**src/rtl/rcd_pkg.sv**
```systemverilog
package rcd_pkg;
  localparam int RCD_RANGE_W    = 32;
  localparam int RCD_PROB_W     = 11;
  localparam int RCD_MOVE_W     = 5;
  localparam int RCD_TOP_BITS   = 24;
  localparam int RCD_INIT_BYTES = 5;
  localparam int RCD_DIRECT_MAX = 26;

  typedef enum logic [1:0] {
    ST_INIT = 2'd0,
    ST_IDLE = 2'd1,
    ST_STEP = 2'd2,
    ST_ERR  = 2'd3
  } rcd_state_e;
endpackage

```
**src/rtl/rcd_refill.sv**
```systemverilog
// Renormalisation: detects a low range and forms the shifted registers.
module rcd_refill #(
  parameter int RW       = 32,
  parameter int TOP_BITS = 24
) (
  input  logic [RW-1:0] rng_i,
  input  logic [RW-1:0] code_i,
  input  logic [7:0]    byte_i,
  output logic          need_o,
  output logic [RW-1:0] rng_o,
  output logic [RW-1:0] code_o
);
  localparam logic [RW-1:0] TOP_VAL = {{(RW-1){1'b0}}, 1'b1} << TOP_BITS;

  assign need_o = (rng_i < TOP_VAL);
  assign rng_o  = {rng_i[RW-9:0], 8'h00};
  assign code_o = {code_i[RW-9:0], byte_i};
endmodule

```
**src/rtl/rcd_prob_unit.sv**
```systemverilog
// One adaptive decision: split point, bit, new range/code and probability.
module rcd_prob_unit #(
  parameter int RW = 32,
  parameter int PW = 11,
  parameter int MV = 5
) (
  input  logic [RW-1:0] rng_i,
  input  logic [RW-1:0] code_i,
  input  logic [PW-1:0] prob_i,
  output logic [RW-1:0] bound_o,
  output logic          bit_o,
  output logic [RW-1:0] rng_o,
  output logic [RW-1:0] code_o,
  output logic [PW-1:0] prob_o
);
  function automatic logic [RW-1:0] split_point(input logic [RW-1:0] r,
                                                input logic [PW-1:0] p);
    logic [RW-1:0] pe;
    pe = {{(RW-PW){1'b0}}, p};
    return (r >> PW) * pe;
  endfunction

  function automatic logic [PW-1:0] adapt(input logic [PW-1:0] p, input logic b);
    logic [PW:0] full;
    logic [PW:0] gap;
    logic [PW:0] inc;
    full = {1'b1, {PW{1'b0}}};
    gap  = full - {1'b0, p};
    inc  = gap >> MV;
    if (b) return p - (p >> MV);
    else   return p + inc[PW-1:0];
  endfunction

  assign bound_o = split_point(rng_i, prob_i);
  assign bit_o   = (code_i >= bound_o);
  assign rng_o   = bit_o ? (rng_i - bound_o) : bound_o;
  assign code_o  = bit_o ? (code_i - bound_o) : code_i;
  assign prob_o  = adapt(prob_i, bit_o);
endmodule

```
**src/rtl/rcd_direct_unit.sv**
```systemverilog
// One equiprobable decision using the sign of code - range/2.
module rcd_direct_unit #(
  parameter int RW = 32
) (
  input  logic [RW-1:0] rng_i,
  input  logic [RW-1:0] code_i,
  output logic          bit_o,
  output logic [RW-1:0] rng_o,
  output logic [RW-1:0] code_o
);
  function automatic logic [RW-1:0] trial(input logic [RW-1:0] c,
                                          input logic [RW-1:0] h);
    return c - h;
  endfunction

  logic [RW-1:0] diff;

  assign rng_o  = rng_i >> 1;
  assign diff   = trial(code_i, rng_o);
  assign bit_o  = ~diff[RW-1];
  assign code_o = bit_o ? diff : code_i;
endmodule

```
**src/rtl/rc_bit_decoder.sv**
```systemverilog
module rc_bit_decoder
  import rcd_pkg::*;
#(
  parameter int RANGE_W    = RCD_RANGE_W,
  parameter int PROB_W     = RCD_PROB_W,
  parameter int MOVE_W     = RCD_MOVE_W,
  parameter int TOP_BITS   = RCD_TOP_BITS,
  parameter int INIT_BYTES = RCD_INIT_BYTES,
  parameter int DIRECT_MAX = RCD_DIRECT_MAX,
  localparam int CNT_W     = $clog2(DIRECT_MAX + 1)
) (
  input  logic                  clk,
  input  logic                  rst_n,
  input  logic [7:0]            in_byte,
  input  logic                  in_valid,
  output logic                  in_ready,
  input  logic                  req_valid,
  input  logic                  req_direct,
  input  logic [PROB_W-1:0]     req_prob,
  input  logic [CNT_W-1:0]      req_count,
  output logic                  req_ready,
  output logic                  done,
  output logic                  done_bit,
  output logic [PROB_W-1:0]     done_prob,
  output logic [DIRECT_MAX-1:0] done_value,
  output logic                  data_err,
  output logic                  finished
);
  localparam int INIT_W = $clog2(INIT_BYTES + 1);

  rcd_state_e              st_q;
  logic [RANGE_W-1:0]      rng_q, code_q;
  logic [INIT_W-1:0]       init_left_q;
  logic                    mode_q;
  logic [PROB_W-1:0]       prob_q;
  logic [CNT_W-1:0]        left_q;
  logic [DIRECT_MAX-1:0]   acc_q;
  logic                    done_q, bit_q, err_q;
  logic [PROB_W-1:0]       pout_q;

  // Named internal events (also used by the bound checker).
  logic               need;
  logic [RANGE_W-1:0] rng_sh, code_sh;
  logic               pbit, dbit;
  logic [RANGE_W-1:0] bound, prng, pcode, drng, dcode;
  logic [PROB_W-1:0]  pprob;
  logic               init_fire, init_first, stall_w, step_fire, norm_fire, last_step;
  logic               step_bit;
  logic [RANGE_W-1:0] step_rng, step_code;

  rcd_refill #(.RW(RANGE_W), .TOP_BITS(TOP_BITS)) u_refill (
    .rng_i(rng_q), .code_i(code_q), .byte_i(in_byte),
    .need_o(need), .rng_o(rng_sh), .code_o(code_sh)
  );

  rcd_prob_unit #(.RW(RANGE_W), .PW(PROB_W), .MV(MOVE_W)) u_prob (
    .rng_i(rng_q), .code_i(code_q), .prob_i(prob_q),
    .bound_o(bound), .bit_o(pbit), .rng_o(prng), .code_o(pcode), .prob_o(pprob)
  );

  rcd_direct_unit #(.RW(RANGE_W)) u_direct (
    .rng_i(rng_q), .code_i(code_q),
    .bit_o(dbit), .rng_o(drng), .code_o(dcode)
  );

  assign init_fire  = (st_q == ST_INIT) && in_valid;
  assign init_first = (init_left_q == INIT_W'(INIT_BYTES));
  assign stall_w    = (st_q == ST_STEP) && need && !in_valid;
  assign norm_fire  = (st_q == ST_STEP) && need && in_valid;
  assign step_fire  = (st_q == ST_STEP) && !need;
  assign last_step  = !mode_q || (left_q <= CNT_W'(1));
  assign step_bit   = mode_q ? dbit  : pbit;
  assign step_rng   = mode_q ? drng  : prng;
  assign step_code  = mode_q ? dcode : pcode;

  assign in_ready   = (st_q == ST_INIT) || ((st_q == ST_STEP) && need);
  assign req_ready  = (st_q == ST_IDLE);
  assign done       = done_q;
  assign done_bit   = bit_q;
  assign done_prob  = pout_q;
  assign done_value = acc_q;
  assign data_err   = err_q;
  assign finished   = ((st_q == ST_IDLE) || (st_q == ST_STEP)) && (code_q == '0);

  always_ff @(posedge clk) begin
    if (!rst_n) begin
      st_q        <= ST_INIT;
      rng_q       <= '1;
      code_q      <= '0;
      init_left_q <= INIT_W'(INIT_BYTES);
      mode_q      <= 1'b0;
      prob_q      <= '0;
      left_q      <= '0;
      acc_q       <= '0;
      done_q      <= 1'b0;
      bit_q       <= 1'b0;
      pout_q      <= '0;
      err_q       <= 1'b0;
    end else begin
      done_q <= 1'b0;
      unique case (st_q)
        ST_INIT: begin
          if (init_fire) begin
            if (init_first && (in_byte != 8'h00)) begin
              err_q <= 1'b1;
              st_q  <= ST_ERR;
            end else begin
              code_q      <= code_sh;
              init_left_q <= init_left_q - INIT_W'(1);
              if (init_left_q == INIT_W'(1)) st_q <= ST_IDLE;
            end
          end
        end
        ST_IDLE: begin
          if (req_valid) begin
            mode_q <= req_direct;
            prob_q <= req_prob;
            left_q <= req_count;
            acc_q  <= '0;
            st_q   <= ST_STEP;
          end
        end
        ST_STEP: begin
          if (norm_fire) begin
            rng_q  <= rng_sh;
            code_q <= code_sh;
          end else if (step_fire) begin
            rng_q  <= step_rng;
            code_q <= step_code;
            if (mode_q) begin
              acc_q  <= {acc_q[DIRECT_MAX-2:0], dbit};
              left_q <= left_q - CNT_W'(1);
            end
            if (last_step) begin
              done_q <= 1'b1;
              bit_q  <= step_bit;
              pout_q <= mode_q ? '0 : pprob;
              st_q   <= ST_IDLE;
            end
          end
        end
        default: ;
      endcase
    end
  end
endmodule

```
**config.mk**
```make
export PLATFORM = sky130hd
export DESIGN_NAME = rc_bit_decoder
export DESIGN_NICKNAME = d
export VERILOG_FILES = /design/src/rtl/rcd_pkg.sv /design/src/rtl/rcd_refill.sv /design/src/rtl/rcd_prob_unit.sv /design/src/rtl/rcd_direct_unit.sv /design/src/rtl/rc_bit_decoder.sv
export SDC_FILE = /design/constraint.sdc
export NUM_CORES = 1
export LEC_CHECK = 0
export BUFFER_PORTS_ARGS = -buffer_cell sky130_fd_sc_hd__buf_2
export CAP_MARGIN = 0
export CORE_ASPECT_RATIO = 0.9
export CORE_MARGIN = 10
export CORE_UTILIZATION = 60
export CTS_BUF_LIST = sky130_fd_sc_hd__clkbuf_4 sky130_fd_sc_hd__clkbuf_8
export DETAILED_ROUTE_END_ITERATION = 8
export PLACE_DENSITY = 0.87
export SLEW_MARGIN = 5
export SYNTH_ARGS = -nofsm -noshare
export SYNTH_HDL_FRONTEND = slang
export SYNTH_SLANG_ARGS = --single-unit
```
**constraint.sdc**
```tcl
create_clock -name clk -period 12.75 [get_ports clk]
set_input_delay 0.6375 -clock clk [delete_from_list [all_inputs] [get_ports clk]]
set_output_delay 0.6375 -clock clk [all_outputs]
set_load 0.005 [all_outputs]
```
==> results by group, run 1 <==
Logic synthesis
  • Compound-gate portion of the synthesized area: 21.7%
  • Syn Area/Cell: 7.88 um2
  • Largest family of logic cells by synthesized area: adder cells
  • YS warnings: 0
  • Synth unique cells: 83
  • Post-synth EDFFs: 0
  • Xor/xnor cell area share of the yosys netlist: 5.84%
  • Syn_nets: 2734
  • Async SR Flop Fraction: 0%
  • Adder-Cell Fraction of Synth Area: 31.1%
  • Post-synthesis mux area share: 1.34%
  • Simple-gate share of the synthesized area: 18.6%
  • Yosys reg bits: 126
  • Post-synthesis cell count: 2355
  • Register area share after synthesis: 13.6%
  • Synthesized area: 18500 um2
  • Ys flop type: dfxtp_1

Worst setup path
  • Reg2reg end: done_prob[10]
  • Critical path capture point type: flop
  • CP required: 13.11 ns
  • Critical path fanouts, max: 64
  • CP peak stage delay: 1.00 ns
  • R2R Setup Slk: 1.51 ns
  • Reg2reg path depth: 41
  • Crit path to: done_prob[10]
  • Crit path DAT: 11.60 ns
  • Critical Path Start: prob_q[3]
  • Reg2reg start: prob_q[3]
  • Critical Path Start Type: flop
  • Slowest library cell on the worst path: dfxtp_1
  • Crit path kind: reg2reg

Drt
  • Routed wire per std cell: 19.9 um
  • DRC violations left: 0
  • Vias per cell: 6.39
  • Drt pass-1 iters: 6
  • WL final: 54800 um
  • DR iter-0 viols: 1730
  • Final ANT Viol Nets: 0
  • Vias post-DR: 17576

Global route
  • Largest net degree at the start of global routing: 70
  • Vias in the first global route: 17062
  • Initial antenna violation count: 0
  • Global route total overflow: 0
  • First-pass GRT wire length: 88500 um
  • GRT Resource Usage Total: 28.0%

Die
  • Die Y: 187 um
  • Ports: 72
  • Die area: 38400 um2
  • Starting Density: 61.5%
  • Die extent in x: 205 um
  • Core Area: 30200 um2
  • Row count: 60

Timing
  • Tmin final: 11.24 ns
  • Final setup skew: 0.0186 ns
  • WHS: 0.390 ns
  • Final WS setup: 1.51 ns
  • Slew Viols, Final: 0
  • Final Hold Vio Count: 0
  • RSZ-0062 raised after global routing: false
  • Fin crit share: 88.2%
  • Rel. slew slack: 16.9%
  • Endpoints failing setup: 0
  • Slew @ Worst Pin: 1.24 ns
  • Final setup TNS: 0 ns
  • Fmax: 88.9 MHz

Finish
  • Share of cells above drive strength 1: 6.62%
  • Nets: 2710
  • Area Growth Syn to Fin: 4.90%
  • Most frequent cells in the layout: 311 x nand2_1, 246 x inv_1, 187 x a21oi_1
  • FILL cells: 2616
  • Post-route cell area: 19500 um2
  • Commonest non-fill, non-tap cell in the layout: nand2_1

Placement
  • Gpl congestion: 1.02
  • Place WS: 1.77 ns
  • Placed cell areas: 19000 um2
  • Estimated wirelength of the detail-placed design: 41900 um
  • Number of port buffers: 71

CTS
  • Post_cts resized: 0
  • Clk slew on worst S/H paths: 0.09 ns
  • Inserted Clock Buffers: 17
  • TritonCTS clock tree: done
  • Max Buffers Root-to-Sink: 2
  • Hold buffer count at cts: 0
  • Sink Count: 126
  • H-tree lvl count: 4
  • Clk_lat worst skew: 0.49 ns
  • Setup repair bufs after CTS: 0
  • Clk Tree Root Cell: clkbuf_8

Run
  • MaxCap Viol Count: 0

Min path
  • Worst min-delay path startpoint: req_prob[8]
  • Min-Delay Path Depth: 3
  • Worst hold-check path type: in2reg

Status
  • Status: finished clean
## per-stage QoR
step	util (%)	std cells
3_3_place_gp	63.1	2715
5_1_grt	64.4	2746
2_1_floorplan	-	2355
3_5_place_dp	63.1	2715
4_1_cts	64.4	2746
6_report	64.5	2749
## cells in the mapped netlist, drive strengths merged (11+ instances only)
library cell  number  area [um2]
clkbuf           101         379
ha               176        2200
o21ai            109         546
a21o              58         435
fa               174        3480
nand2            311        1170
nor2             123         462
a31oi             12        75.1
xor2              43         395
nor3              22         110
a211oi            33         260
o21bai            24         180
or3               19         119
o211ai            47         353
nor2b             15        93.8
o21a              20         150
a221oi            19         166
and3              13        81.3
nand3             62         315
dfxtp            126        2520
a21oi            189         950
inv              247         927
xnor2             76         666
nand4             11        68.8
nand2b            27         169
nor4              17         106
mux2i             17         170
and2              90         563
a22oi             16         120
buf               29         141
## critical path: cells and delay by family, from the launching register on
| family | cells | cell delay (ns) |
|---|---|---|
| AO/OA/AOI/OAI | 17 | 3.44 |
| XOR/XNOR | 3 | 0.61 |
| adder cells (fa/ha/maj) | 8 | 3.66 |
| buffers and inverters | 4 | 0.78 |
| flip-flops | 1 | 1.00 |
| multiplexers | 1 | 0.26 |
| AND/OR/NAND/NOR | 8 | 1.31 |
## how the worst min path moves through the flow
stage / to / slack, ns
finish: prob_q[8] / 0.39
global route: prob_q[8] / 0.39
CTS: prob_q[7] / 0.37
detailed placement: data_err / 0.46
global placement: done_value[25] / 0.43
floorplan: done_value[25] / 0.45
## kinds of logic (layout without fill, tap and decap cells)
group | Yosys count | count (layout)
XOR/XNOR | 120 | 120
AND/OR/NAND/NOR | 735 | 735
other | 0 | 3
AO/OA/AOI/OAI | 615 | 615
buffers and inverters | 377 | 365
adder cells (fa/ha/maj) | 358 | 358
multiplexers | 24 | 24
flip-flops | 126 | 126
## state kept, by name (all words and copies together) (netlist names)
name,cells
data_err,1
mode_q,1
done_value,26
st_q,2
init_left_q,3
code_q,32
done,1
done_prob,11
prob_q,11
done_bit,1
rng_q,32
left_q,5
## area by class of cell
type | count | area, um2 | area share (%)
multi-input cells | 1852 | 14600 | 75.0
inverters | 247 | 927 | 4.77
clock buffers | 19 | 255 | 1.31
flip-flops and latches | 126 | 2530 | 13.0
diodes | 3 | 7.51 | 0.0386
repair buffers | 87 | 475 | 2.44
well taps | 403 | 504 | 2.59
clock inverters | 12 | 161 | 0.830
## routing by layer
layer  GRT usage [%]  part of all wire [%]  up-vias
li1                -                     -     8026
met1            36.9                    42     8431
met2            43.7                    45      943
met3            5.83                   9.6      176
met4            11.7                   4.0        0
met5               0                     0        -
Power of run 1 is left out: the tool's default activity adds up to more than one toggle a clock period on the data nets, which glitch-free logic cannot reach.
==> inputs of run 2 (changes only) <==
--- a/config.mk
+++ b/config.mk
@@ -5,6 +5,7 @@
 export SDC_FILE = /design/constraint.sdc
 export NUM_CORES = 1
 export LEC_CHECK = 0
+export ABC_AREA = 1
 export BUFFER_PORTS_ARGS = -buffer_cell sky130_fd_sc_hd__buf_2
 export CAP_MARGIN = 0
 export CORE_ASPECT_RATIO = 0.9
==> results by group, run 2 <==
Status
  • Status: finished clean

CTS
  • Setup repair bufs after CTS: 0
  • TritonCTS clock tree: done
  • Clk slew on worst S/H paths: 0.10 ns
  • Hold buffer count at cts: 0
  • Clk Tree Root Cell: clkbuf_8
  • Post_cts resized: 0
  • H-tree lvl count: 4
  • Inserted Clock Buffers: 17
  • Clk_lat worst skew: 0.50 ns
  • Sink Count: 126
  • Max Buffers Root-to-Sink: 2

Worst setup path
  • Worst path most repeated cell: nand2_1
  • Slowest library cell on the worst path: dfxtp_1
  • Crit path depth: 42
  • Critical path fanouts, max: 24
  • Crit path DAT: 10.35 ns
  • Family with the most delay on the worst path: adder cells
  • CP required: 13.09 ns
  • Critical Path Start Type: flop
  • CP peak stage delay: 1.01 ns
  • Critical path capture point type: flop
  • Crit path kind: reg2reg
  • WP buf/inv: 4
  • Reg2reg path depth: 42

Global route
  • First-pass GRT wire length: 98800 um
  • GRT Resource Usage Total: 30.1%
  • Global route total overflow: 0
  • Initial antenna violation count: 1
  • Largest net degree at the start of global routing: 64
  • Vias in the first global route: 19509

Logic synthesis
  • Syn_nets: 3431
  • Top cells by area, synth: fa_1 18%, nand2_1 16%, dfxtp_1 13%, ha_1 11%, inv_1 10%
  • Post-synthesis cell count: 3052
  • Most instantiated cells after synthesis: 860 x nand2_1, 535 x inv_1, 240 x a21oi_1, 186 x nor2_1, 183 x o21ai_0
  • Async SR Flop Fraction: 0%
  • Biggest area consumer among synthesized cells: fa_1
  • YS warnings: 0
  • Synthesized area: 19800 um2
  • Ys flop type: dfxtp_1
  • Most numerous cell in the Yosys netlist: nand2_1
  • Yosys reg bits: 126
  • Synth unique cells: 53
  • Post-synth top area share: 17.6%
  • Post-synth EDFFs: 0
  • Register area share after synthesis: 12.7%
  • Syn Area/Cell: 6.49 um2

Finish
  • Antenna diodes: 0
  • Commonest non-fill, non-tap cell in the layout: nand2_1
  • FILL cells: 3036
  • Area Growth Syn to Fin: 4.91%
  • Nets: 3430
  • Share of cells above drive strength 1: 5.68%
  • Most frequent cells in the layout: 860 x nand2_1, 535 x inv_1, 240 x a21oi_1
  • Final Util: 63.4%

Timing
  • Endpoints failing setup: 0
  • Slew Viols, Final: 0
  • RSZ-0062 raised after global routing: false
  • Fin crit share: 78.5%
  • Final Hold Vio Count: 0
  • WHS: 0.407 ns
  • Rel. slew slack: 7.05%
  • Tmin final: 10.01 ns
  • Slew @ Worst Pin: 1.38 ns
  • Fmax: 99.9 MHz
  • Final setup skew: 0.0150 ns
  • Final setup TNS: 0 ns

Drt
  • DRC violations left: 0
  • Routed wire per std cell: 17.8 um
  • Vias post-DR: 20275
  • WL final: 61900 um
  • Met1 WL: 25300 um
  • Final ANT Viol Nets: 0
  • Drt pass-1 iters: 8
  • DR top layer: met4
  • DR iter-0 viols: 2138
  • Vias per cell: 5.82
  • Met3 WL: 6350 um
  • WL met2: 28700 um

Placement
  • Gpl congestion: 1.00
  • Estimated wirelength of the detail-placed design: 48800 um
  • Number of port buffers: 71

Die
  • Row count: 63
  • Core Area: 32800 um2
  • Starting Density: 60.4%
  • Die extent in x: 212 um
  • Die Y: 192 um
  • Ports: 72
  • Die area: 40700 um2

Min path
  • Min-Delay Path Depth: 3
  • Worst hold-check path type: in2reg

Run
  • MaxCap Viol Count: 0
run 2: changes by cell type after synthesis, sizes merged, moves of 21 or more:
cell / delta
o211ai: -32
a21oi: +53
and2: -88
a211oi: -28
xnor2: -44
nand2: +561
nor2: +76
inv: +290
o21ai: +81
a21o: -46
nand3: +92
nand2b: -27
nand4: +21
run 2: worst paths after layout:
check / slack (ns) / endpoint / startpoint
min reg2reg: 0.47 / data_err / data_err
max: 2.74 / done_prob[10] / prob_q[2]
max reg2reg: 2.74 / done_prob[10] / prob_q[2]
min: 0.41 / left_q[2] / req_count[2]
run 2: cell families after synthesis:
| family | share of synthesized area [%] |
|---|---|
| compound gates | 15.1 |
| xor+xnor | 3.30 |
| flops | 12.7 |
| simple gates | 27.6 |
| fa+ha+maj | 28.7 |
| buf+inv | 12.6 |
run 2: final cells by class:
cell class	count	area [um2]	share of cell area [%]
Clock buffer	17	234	1.13
Clock inverter	15	191	0.921
Inverter	540	2030	9.75
Multi-Input combinational cell	2278	14800	71.2
Sequential cell	126	2520	12.1
Tap cell	422	528	2.54
Timing Repair Buffer	88	483	2.32
run 2: metal layers:
metal / up-vias / GRT usage (%)
met5: - / 0
met4: 0 / 9.17
met3: 135 / 6.33
met2: 1032 / 49.8
met1: 9438 / 38.7
li1: 9670 / -
run 2: through the flow:
step	instance area [um2]	worst slack (ns)	cells
final	20800	2.74	3486
after floorplan	19800	4.67	3052
after global routing	20800	1.92	3486
after detailed placement	20400	3.04	3454
after global placement	20400	3.24	3454
after CTS	20800	2.93	3486
run 2: worst min-delay path, cell delays in order:
cell and delay (ns):
buf_2 0.10, nand2_1 0.05, a31oi_1 0.07
Power of run 2 is left out for the same reason.
